## src/rtl/flcmd_pkg.sv

```systemverilog
package flcmd_pkg;

    typedef enum logic [2:0] {
        SQ_IDLE,
        SQ_UNL1,
        SQ_UNL2,
        SQ_ERS3,
        SQ_ERS4,
        SQ_ERS5,
        SQ_PRG3
    } seq_state_e;

    localparam logic [7:0] CODE_KEY_A     = 8'hAA;
    localparam logic [7:0] CODE_KEY_B     = 8'h55;
    localparam logic [7:0] CODE_ERASE_ARM = 8'h80;
    localparam logic [7:0] CODE_ERASE_ALL = 8'h10;
    localparam logic [7:0] CODE_PROGRAM   = 8'hA0;
    localparam logic [7:0] CTL_ARM        = 8'h38;
    localparam logic [7:0] CTL_DISARM     = 8'hC8;

endpackage

```

## src/rtl/flcmd_enable.sv

```systemverilog
module flcmd_enable
    import flcmd_pkg::*;
#(
    parameter int DATA_W = 8
) (
    input  logic              clk,
    input  logic              rst_n,
    input  logic              ctl_we,
    input  logic [DATA_W-1:0] ctl_wdata,
    output logic              cmd_en
);

    typedef struct packed {
        logic en;
    } en_s;

    en_s st_d, st_q;

    always_comb begin
        st_d = st_q;
        if (ctl_we) begin
            if (ctl_wdata == DATA_W'(CTL_ARM)) begin
                st_d.en = 1'b1;
            end else if (ctl_wdata == DATA_W'(CTL_DISARM)) begin
                st_d.en = 1'b0;
            end
        end
    end

    always_ff @(posedge clk or negedge rst_n) begin
        if (!rst_n) begin
            st_q <= '0;
        end else begin
            st_q <= st_d;
        end
    end

    assign cmd_en = st_q.en;

    AST_ARM_TAKES: assert property (@(posedge clk) disable iff (!rst_n)
        (ctl_we && ctl_wdata == DATA_W'(CTL_ARM)) |=> cmd_en)
        else $error("arm pattern did not enable commands");

    AST_OTHER_HOLDS: assert property (@(posedge clk) disable iff (!rst_n)
        (ctl_we && ctl_wdata != DATA_W'(CTL_ARM) && ctl_wdata != DATA_W'(CTL_DISARM))
        |=> $stable(cmd_en))
        else $error("non-pattern control write changed enable");

endmodule

```

## src/rtl/flcmd_seq.sv

```systemverilog
module flcmd_seq
    import flcmd_pkg::*;
#(
    parameter int                ADDR_W  = 16,
    parameter int                DATA_W  = 8,
    parameter logic [ADDR_W-1:0] UNLK_A1 = 16'hF555,
    parameter logic [ADDR_W-1:0] UNLK_A2 = 16'hFAAA
) (
    input  logic              clk,
    input  logic              rst_n,
    input  logic              cmd_en,
    input  logic              busy,
    input  logic              bus_we,
    input  logic [ADDR_W-1:0] bus_addr,
    input  logic [DATA_W-1:0] bus_wdata,
    output logic              start_erase,
    output logic              start_prog
);

    typedef struct packed {
        seq_state_e state;
    } seq_s;

    seq_s st_d, st_q;

    logic accept;
    logic at_a1;
    logic at_a2;

    assign accept = bus_we && cmd_en && !busy;
    assign at_a1  = (bus_addr == UNLK_A1);
    assign at_a2  = (bus_addr == UNLK_A2);

    always_comb begin
        st_d        = st_q;
        start_erase = 1'b0;
        start_prog  = 1'b0;
        if (!cmd_en) begin
            st_d.state = SQ_IDLE;
        end else if (accept) begin
            st_d.state = SQ_IDLE;
            unique case (st_q.state)
                SQ_IDLE: begin
                    if (at_a1 && bus_wdata == DATA_W'(CODE_KEY_A)) st_d.state = SQ_UNL1;
                end
                SQ_UNL1: begin
                    if (at_a2 && bus_wdata == DATA_W'(CODE_KEY_B)) st_d.state = SQ_UNL2;
                end
                SQ_UNL2: begin
                    if (at_a1 && bus_wdata == DATA_W'(CODE_ERASE_ARM)) begin
                        st_d.state = SQ_ERS3;
                    end else if (at_a1 && bus_wdata == DATA_W'(CODE_PROGRAM)) begin
                        st_d.state = SQ_PRG3;
                    end
                end
                SQ_ERS3: begin
                    if (at_a1 && bus_wdata == DATA_W'(CODE_KEY_A)) st_d.state = SQ_ERS4;
                end
                SQ_ERS4: begin
                    if (at_a2 && bus_wdata == DATA_W'(CODE_KEY_B)) st_d.state = SQ_ERS5;
                end
                SQ_ERS5: begin
                    if (at_a1 && bus_wdata == DATA_W'(CODE_ERASE_ALL)) start_erase = 1'b1;
                end
                SQ_PRG3: begin
                    start_prog = 1'b1;
                end
                default: begin
                    st_d.state = SQ_IDLE;
                end
            endcase
        end
    end

    always_ff @(posedge clk or negedge rst_n) begin
        if (!rst_n) begin
            st_q.state <= SQ_IDLE;
        end else begin
            st_q <= st_d;
        end
    end

    AST_OFF_GOES_IDLE: assert property (@(posedge clk) disable iff (!rst_n)
        !cmd_en |=> (st_q.state == SQ_IDLE))
        else $error("sequencer left idle while commands disabled");

endmodule

```

## src/rtl/flcmd_array.sv

```systemverilog
module flcmd_array #(
    parameter int              DATA_W     = 8,
    parameter int              ARRAY_AW   = 6,
    parameter int              WIN_W      = 4,
    parameter logic [WIN_W-1:0] WIN_TAG   = 4'hF,
    parameter int              ERASE_CYC  = 64,
    parameter int              PROG_CYC   = 8,
    parameter int              STATUS_BIT = 6
) (
    input  logic                clk,
    input  logic                rst_n,
    input  logic                bus_re,
    input  logic [WIN_W-1:0]    rd_tag,
    input  logic [ARRAY_AW-1:0] rd_idx,
    input  logic [WIN_W-1:0]    pg_tag,
    input  logic [ARRAY_AW-1:0] pg_idx,
    input  logic [DATA_W-1:0]   pg_data,
    input  logic                start_erase,
    input  logic                start_prog,
    output logic                busy,
    output logic [DATA_W-1:0]   rdata
);

    localparam int DEPTH   = 1 << ARRAY_AW;
    localparam int MAX_CYC = (ERASE_CYC > PROG_CYC) ? ERASE_CYC : PROG_CYC;
    localparam int CNT_W   = $clog2(MAX_CYC + 1);

    typedef struct packed {
        logic [DEPTH-1:0][DATA_W-1:0] mem;
        logic [CNT_W-1:0]             cnt;
        logic                         tog;
        logic [DATA_W-1:0]            rdata;
    } arr_s;

    arr_s st_d, st_q;

    logic              rd_in_win;
    logic              pg_in_win;
    logic [DATA_W-1:0] status_word;

    assign busy      = (st_q.cnt != '0);
    assign rd_in_win = (rd_tag == WIN_TAG);
    assign pg_in_win = (pg_tag == WIN_TAG);

    always_comb begin
        status_word             = '0;
        status_word[STATUS_BIT] = st_q.tog;
    end

    always_comb begin
        st_d = st_q;
        if (busy) begin
            st_d.cnt = st_q.cnt - 1'b1;
        end else if (start_erase) begin
            st_d.mem = '1;
            st_d.cnt = CNT_W'(ERASE_CYC);
        end else if (start_prog && pg_in_win) begin
            st_d.mem[pg_idx] = st_q.mem[pg_idx] & pg_data;
            st_d.cnt         = CNT_W'(PROG_CYC);
        end

        if (bus_re) begin
            if (busy) begin
                st_d.rdata = status_word;
                st_d.tog   = ~st_q.tog;
            end else if (rd_in_win) begin
                st_d.rdata = st_q.mem[rd_idx];
            end else begin
                st_d.rdata = '0;
            end
        end
    end

    always_ff @(posedge clk or negedge rst_n) begin
        if (!rst_n) begin
            st_q.mem   <= '1;
            st_q.cnt   <= '0;
            st_q.tog   <= 1'b0;
            st_q.rdata <= '0;
        end else begin
            st_q <= st_d;
        end
    end

    assign rdata = st_q.rdata;

    AST_NO_START_WHILE_BUSY: assert property (@(posedge clk) disable iff (!rst_n)
        busy |-> !(start_erase || start_prog))
        else $error("operation requested while array busy");

    AST_ERASE_BLANKS: assert property (@(posedge clk) disable iff (!rst_n)
        (start_erase && !busy) |=> (st_q.mem[0] == '1 && st_q.mem[DEPTH-1] == '1))
        else $error("erase left a programmed cell");

    AST_STATUS_TOGGLES: assert property (@(posedge clk) disable iff (!rst_n)
        (bus_re && busy) ##1 (bus_re && busy) |=> (rdata[STATUS_BIT] != $past(rdata[STATUS_BIT])))
        else $error("busy status bit did not flip between reads");

endmodule

```

## src/rtl/flash_cmd_ctrl.sv

```systemverilog
module flash_cmd_ctrl #(
    parameter int                ADDR_W    = 16,
    parameter int                DATA_W    = 8,
    parameter int                ARRAY_AW  = 6,
    parameter int                WIN_W     = 4,
    parameter logic [WIN_W-1:0]  WIN_TAG   = 4'hF,
    parameter int                ERASE_CYC = 64,
    parameter int                PROG_CYC  = 8,
    parameter logic [ADDR_W-1:0] UNLK_A1   = 16'hF555,
    parameter logic [ADDR_W-1:0] UNLK_A2   = 16'hFAAA
) (
    input  logic              clk,
    input  logic              rst_n,
    input  logic              ctl_we,
    input  logic [DATA_W-1:0] ctl_wdata,
    input  logic [ADDR_W-1:0] bus_addr,
    input  logic [DATA_W-1:0] bus_wdata,
    input  logic              bus_we,
    input  logic              bus_re,
    output logic [DATA_W-1:0] bus_rdata
);

    logic cmd_en;
    logic busy;
    logic start_erase;
    logic start_prog;

    flcmd_enable #(
        .DATA_W (DATA_W)
    ) u_enable (
        .clk       (clk),
        .rst_n     (rst_n),
        .ctl_we    (ctl_we),
        .ctl_wdata (ctl_wdata),
        .cmd_en    (cmd_en)
    );

    flcmd_seq #(
        .ADDR_W  (ADDR_W),
        .DATA_W  (DATA_W),
        .UNLK_A1 (UNLK_A1),
        .UNLK_A2 (UNLK_A2)
    ) u_seq (
        .clk         (clk),
        .rst_n       (rst_n),
        .cmd_en      (cmd_en),
        .busy        (busy),
        .bus_we      (bus_we),
        .bus_addr    (bus_addr),
        .bus_wdata   (bus_wdata),
        .start_erase (start_erase),
        .start_prog  (start_prog)
    );

    flcmd_array #(
        .DATA_W    (DATA_W),
        .ARRAY_AW  (ARRAY_AW),
        .WIN_W     (WIN_W),
        .WIN_TAG   (WIN_TAG),
        .ERASE_CYC (ERASE_CYC),
        .PROG_CYC  (PROG_CYC)
    ) u_array (
        .clk         (clk),
        .rst_n       (rst_n),
        .bus_re      (bus_re),
        .rd_tag      (bus_addr[ADDR_W-1 -: WIN_W]),
        .rd_idx      (bus_addr[ARRAY_AW-1:0]),
        .pg_tag      (bus_addr[ADDR_W-1 -: WIN_W]),
        .pg_idx      (bus_addr[ARRAY_AW-1:0]),
        .pg_data     (bus_wdata),
        .start_erase (start_erase),
        .start_prog  (start_prog),
        .busy        (busy),
        .rdata       (bus_rdata)
    );

endmodule

```

## config.mk

```make
export PLATFORM = sky130hd
export DESIGN_NAME = flash_cmd_ctrl
export DESIGN_NICKNAME = d
export VERILOG_FILES = /design/src/rtl/flcmd_pkg.sv /design/src/rtl/flcmd_enable.sv /design/src/rtl/flcmd_seq.sv /design/src/rtl/flcmd_array.sv /design/src/rtl/flash_cmd_ctrl.sv
export SDC_FILE = /design/constraint.sdc
export NUM_CORES = 1
export LEC_CHECK = 0
export ABC_AREA = 1
export BUFFER_PORTS_ARGS = -buffer_cell sky130_fd_sc_hd__clkbuf_2
export CAP_MARGIN = 20
export CORE_MARGIN = 2
export CORE_UTILIZATION = 40
export DETAILED_ROUTE_END_ITERATION = 6
export MAX_ROUTING_LAYER = met4
export PLACE_DENSITY = 0.52
export SLEW_MARGIN = 25
export SYNTH_ARGS = -nofsm -noshare
export SYNTH_HDL_FRONTEND = slang
export SYNTH_SLANG_ARGS = --single-unit
```

## constraint.sdc

```tcl
create_clock -name clk -period 3.5 [get_ports clk]
set_input_delay 0.525 -clock clk [delete_from_list [all_inputs] [get_ports clk]]
set_output_delay 0.525 -clock clk [all_outputs]
set_load 0.01 [all_outputs]
```

==> results.ini, run 1 <==
[final_layout]
final_net_count = 4131
antennaDiodeCount = 0
fillers = 7543
layout-drive-gt1-share = 0.320
seqCellArea_mm2 = 0.0140
area_growth_pct = 12.0
multi_input_comb_area_mm2 = 0.0131
layoutNonFillerInstCount = 5108

[routing]
wire_per_inst_um = 16.9
via_per_inst = 4.69
drc = 0
dr_wl_met2_mm = 38.9
drt-pass1-iter-count = 5
route.vias.total = 24000
drt_iter0_markers = 1487
ant_nets = 0
routed-wl-met3_mm = 3.21
drt-total-wl_mm = 86.3
m1WireLength_mm = 43.2
top_layer = met4

[grt]
grt_usage = 0.234
antenna_found_initial = 0
grt_pass1_vias = 23100
grt_max_degree = 85
grt_overflow_total = 0
grt_pass1_wl_mm = 139

[yosys]
netlist_area_mm2 = 0.0302
synth-seq-cells = 532
synth-async-reset-ratio = 1.00
ys_seq_area_frac = 0.462
syn_nets = 4143
synth_common_cells = 1787 x nand2_1, 512 x dfstp_2, 486 x inv_1, 461 x or2_2, 255 x nand3_1
netlist_instances = 4104
syn_avg_cell_area_um2 = 7.36
yosysWarnings = 0
synth_most_common_cell = nand2_1
synth_top_cell_by_area = dfstp_2
ys.flop_type = dfstp_2
ys_top_cells_by_area = dfstp_2 45%, nand2_1 22%, or2_2 9.6%, inv_1 6.0%, nand3_1 4.2%
synth-edff-count = 0
synthDistinctLibCells = 32
synth_top_area_frac = 0.446

[timing]
post-route-period-util = 0.788
max_freq_ghz = 0.363
maxSlewHeadroom = 0.472
tightestPinTransition_ns = 0.792
drv_slew = 0
rsz0062_at_grt = false
fin_ws_ns = 0.743
setup_violations = 0
totalNegativeSetupSlack_ns = 0
skew_ns = 0.0257
period_minus_slack_ns = 2.76
finalHoldViolations = 0

[clock_network]
clk_pin_slew_ns = 0.06
clock_tree.buffer_depth = 3
cts_setup_buffers = 0
cts_buffers = 66
htreeDepth = 3
root_buffer = clkbuf_16
hold_buffers = 0
clk_latency_ns = 0.60
clock-sinks = 532
postCtsResizedCells = 0
cts_tree = done

[placed_design]
dp_hpwl_mm = 56.2
gp_congestion = 0.842
post-place-ws_ns = 0.352
post-place-cells = 4993
io_buffers = 44

[critical_path]
cp-startpoint = u_array.st_q[12]
crit_fanout = 42
crit_path_start_kind = flip-flop
critPathKind = reg -> reg
critPathRequiredTime_ns = 4.03
reg2reg_depth = 10
cp_data_arrival_time_ns = 3.29
worstReg2RegEnd = u_array.st_q[193]
endpoint = u_array.st_q[193]
critPathCaptureType = flip-flop
ff2ff_setup_slack_ns = 0.74
reg2reg_from = u_array.st_q[12]

[power]
ir_worst_vdd_mv = 0.290
power_frac_comb = 0.086
power.share.switching = 0.256
power.switching_w = 0.00363
p_clk_frac = 0.477
p_int_w = 0.0106
total_power_w = 0.0142
power_frac_seq = 0.437
p_per_area_mw_per_mm2 = 420
p_leak_nw = 18.2

[job]
cap_violations = 0

[die]
design.core.area_mm2 = 0.0746
fp.dieW_um = 279
num_rows = 100
die_area_mm2 = 0.0777
io_pins = 45
initial_core_util = 0.405
die_h_um = 279

[worst_hold_path]
hold_class = in -> reg

[outcome]
outcome = complete, no violations

## how the worst min path moves through the flow
| stage | from | endpoint | slack (ns) | cells after the start |
|---|---|---|---|---|
| 3_5_place_dp | u_array.st_q[184] | u_array.st_q[184] | 0.46 | 2 |
| 3_3_place_gp | u_array.st_q[184] | u_array.st_q[184] | 0.46 | 2 |
| 5_1_grt | ctl_wdata[4] | u_enable.cmd_en | 0.22 | 3 |
| 4_1_cts | ctl_wdata[5] | u_enable.cmd_en | 0.17 | 3 |
| 6_report | ctl_wdata[5] | u_enable.cmd_en | 0.20 | 3 |
| 2_1_floorplan | rst_n | u_array.rdata[0] | 0.23 | 0 |
## final cells by class
| cell class | count | share of cell area |
|---|---|---|
| Multi-Input combinational cell | 2841 | 0.387 |
| Sequential cell | 532 | 0.413 |
| Clock inverter | 12 | 0.00348 |
| Inverter | 500 | 0.0557 |
| Tap cell | 969 | 0.0359 |
| Clock buffer | 103 | 0.0590 |
| Timing Repair Buffer | 151 | 0.0460 |
## cells by family after synthesis
family	share of synthesized area
flops	0.462
xor+xnor	0.00145
buf+inv	0.107
compound gates	0.0448
simple gates	0.384
fa+ha+maj	0.000829
## registers in the layout, summed over array words and instances, names as in the netlist
register,count
u_array.rdata,8
u_array.st_q,520
u_enable.cmd_en,1
u_seq.st_q,3
## critical path: stages (launching register included)
cell,delay [ns]
dfrtp_1,0.39
inv_2,0.06
nand2_1,0.07
nor3_2,0.16
nand3_2,0.20
nor2_2,0.24
nand3_4,0.22
buf_4,0.37
o21ai_2,0.64
or2_2,0.22
nand2_1,0.05
## power by group through the flow
stage / Combinational [W] / Sequential, W / Clock, W
3_3_place_gp: 0.00124 / 0.00629 / 0
2_1_floorplan: 0.000571 / 0.00629 / 0
6_report: 0.00122 / 0.00620 / 0.00677
3_5_place_dp: 0.00124 / 0.00629 / 0
4_1_cts: 0.00124 / 0.00620 / 0.00695
5_1_grt: 0.00132 / 0.00620 / 0.00721
## routing by layer
layer,vias to the layer above,GRT usage
met5,-,-
met4,0,0.0459
met3,64,0.0252
met2,411,0.362
met1,11300,0.334
li1,12200,-
## cell usage in the layout, fill, tap and decap left out, drive strengths merged
cell,Yosys,final
nand2,1796,1796
dfstp,512,512
inv,499,501
or2,487,487
nand3,257,257
clkbuf,11,145
o21ai,133,133
buf,220,109
nor2,67,67
o211ai,57,57
dfrtp,20,20
nor3,17,17
nand4,14,14
clkinv,1,9
xor2,5,5
a21oi,3,3
ha,2,2
bufinv,0,2
nor4,1,1
nand3b,1,1
o41ai,1,1
## through the flow
step / hold WS (ns) / area [um^2] / util
after detailed placement: 0.458 / 31700 / 0.425
after CTS: 0.169 / 33800 / 0.453
after floorplan: 0.229 / 30200 / -
after global placement: 0.457 / 31700 / 0.425
after global routing: 0.217 / 33800 / 0.453
final: 0.198 / 33800 / 0.453
Power figures use the tool's default switching activity.
==> run 2, diff against run 1 <==
PLACE_DENSITY = 0.54   (was 0.52)
clock period = 2.5 ns   (was 3.5 ns; I/O delays follow)
==> run 2 against run 1 <==
  * Final cell count rose by 3.5%
  * Setup slack lost 0.54 ns
  * Clock-buffer cell count down 11
  * Routed wire length increased by 1.8%
  * Highest routed layer unchanged
  * Critical path type unchanged
  * Combinational power is 57% higher
==> results.ini, run 2 (same netlist as run 1, synthesis figures left out) <==
[outcome]
outcome = complete, no violations

[critical_path]
cp_common_cell = nand2_1
critPathKind = reg -> reg
reg2reg_depth = 10
cp_num_buf_inv = 2
ff2ff_setup_slack_ns = 0.20
crit_path_start_kind = flip-flop
cp_data_arrival_time_ns = 2.81
reg2reg_from = u_array.st_q[11]
critPathMaxStageDelay_ns = 0.53
worstReg2RegEnd = u_array.st_q[501]
critPathCaptureType = flip-flop
cp.depth = 10
path_cells = inv_2 > nand2_1 > nor3_2 > nand3_2 > nor2_2 > nand3_4 > buf_12 > o21ai_2 > or2_2 > nand2_1
cp-startpoint = u_array.st_q[11]
crit_fanout = 58
critPathSlowestCell = o21ai_2
cp_top_family = simple AND/OR/NAND/NOR gates
critPathRequiredTime_ns = 3.02

[final_layout]
layout_common_cells = 1786 x nand2_1, 512 x dfstp_2, 486 x inv_1, 461 x or2_2, 255 x nand3_1
reg_top3 = u_array.st_q (520), u_array.rdata (8), u_seq.st_q (3)
final_net_count = 4306
area_growth_pct = 19.5
mostFrequentLayoutCell = nand2_1
largest_register = u_array.st_q
layout-drive-gt1-share = 0.350
largest_reg_flops = 520
antennaDiodeCount = 0

[timing]
maxSlewHeadroom = 0.577
period_minus_slack_ns = 2.30
drv_slew = 0
totalNegativeSetupSlack_ns = 0
tightestPinTransition_ns = 0.634
rsz0062_at_grt = false
finalHoldViolations = 0
post-route-period-util = 0.918
max_freq_ghz = 0.436
skew_ns = 0.0326
setup_violations = 0

[placed_design]
io_buffers = 44
dp_hpwl_mm = 59.8
gp_congestion = 0.847

[worst_hold_path]
min_to = u_enable.cmd_en
hold_path.startpoint = ctl_wdata[5]
whs_path_depth = 3
hold_class = in -> reg

[power]
ir_worst_vdd_mv = 0.446
total_power_w = 0.0205
p_leak_nw = 19.3
p_per_area_mw_per_mm2 = 567

[clock_network]
clock-sinks = 532
clock_tree.buffer_depth = 3
root_buffer = clkbuf_16
cts_setup_buffers = 0
clk_latency_ns = 0.61
clk_pin_slew_ns = 0.06
cts_tree = done
cts_buffers = 66
htreeDepth = 3

[die]
io_pins = 45
die_area_mm2 = 0.0777
num_rows = 100
initial_core_util = 0.405
die_h_um = 279
fp.dieW_um = 279
design.core.area_mm2 = 0.0746

[routing]
route.vias.total = 24800
ant_nets = 0
drt-pass1-iter-count = 6
wire_per_inst_um = 16.6
drc = 0
drt_iter0_markers = 1833
drt-total-wl_mm = 87.9
via_per_inst = 4.70

[grt]
grt_pass1_wl_mm = 140
grt_max_degree = 86
grt_usage = 0.238
grt_pass1_vias = 24000
grt_overflow_total = 0
antenna_found_initial = 0

[job]
cap_violations = 0

==> run 2: worst reg2reg max path: stages (launching register included) <==
cell,delay [ns]
dfrtp_1,0.36
inv_2,0.07
nand2_1,0.08
nor3_2,0.16
nand3_2,0.11
nor2_2,0.20
nand3_4,0.14
buf_12,0.24
o21ai_2,0.59
or2_2,0.21
nand2_1,0.05
==> run 2: worst max path at each step <==
stage,endpoint
after global placement,u_array.st_q[455]
after detailed placement,u_array.st_q[355]
after CTS,u_array.st_q[439]
after global routing,u_array.st_q[95]
final,u_array.st_q[501]
after floorplan,u_array.st_q[164]
==> run 2: layer usage <==
| layer | up-vias | wire (um) | share of wire | track usage |
|---|---|---|---|---|
| met2 | 431 | 39200 | 0.45 | 0.363 |
| met4 | 0 | 1780 | 0.020 | 0.0565 |
| li1 | 12600 | - | - | - |
| met5 | - | 0 | 0 | - |
| met1 | 11700 | 43400 | 0.49 | 0.336 |
| met3 | 117 | 3590 | 0.041 | 0.0310 |
==> run 2: per-stage QoR <==
stage	utilization	setup WS, ns	cells	hold slack (ns)	area, um^2
6_report	0.484	0.204	5286	0.0441	36100
4_1_cts	0.483	0.0260	5286	0.0104	36000
3_3_place_gp	0.453	-0.222	5167	0.360	33800
2_1_floorplan	-	0.560	4104	0.0794	30200
3_5_place_dp	0.453	-0.245	5167	0.357	33800
5_1_grt	0.484	0.0197	5286	0.0345	36100
==> run 2: power breakdown <==
group          internal (W)  switching, W  total, W
sequential          0.00867     0.0000132   0.00869
combinational      0.000591       0.00133   0.00192
clock               0.00593       0.00392   0.00985
==> run 2: final cells by class <==
| cell class | count | area, um^2 |
|---|---|---|
| inverters | 500 | 1880 |
| well taps | 969 | 1210 |
| multi-input cells | 2841 | 13100 |
| repair buffers | 326 | 3660 |
| fillers | 7319 | 38500 |
| clock buffers | 92 | 1930 |
| flip-flops and latches | 532 | 14000 |
| clock inverters | 26 | 302 |
==> run 2: repair_timing <==
item / 4_1_cts / 5_1_grt
resized for setup: 0 / 8
endpoints found under the hold margin: 3 / 0
hold buffers: 1 / 0
setup endpoints to repair: 0 / 275
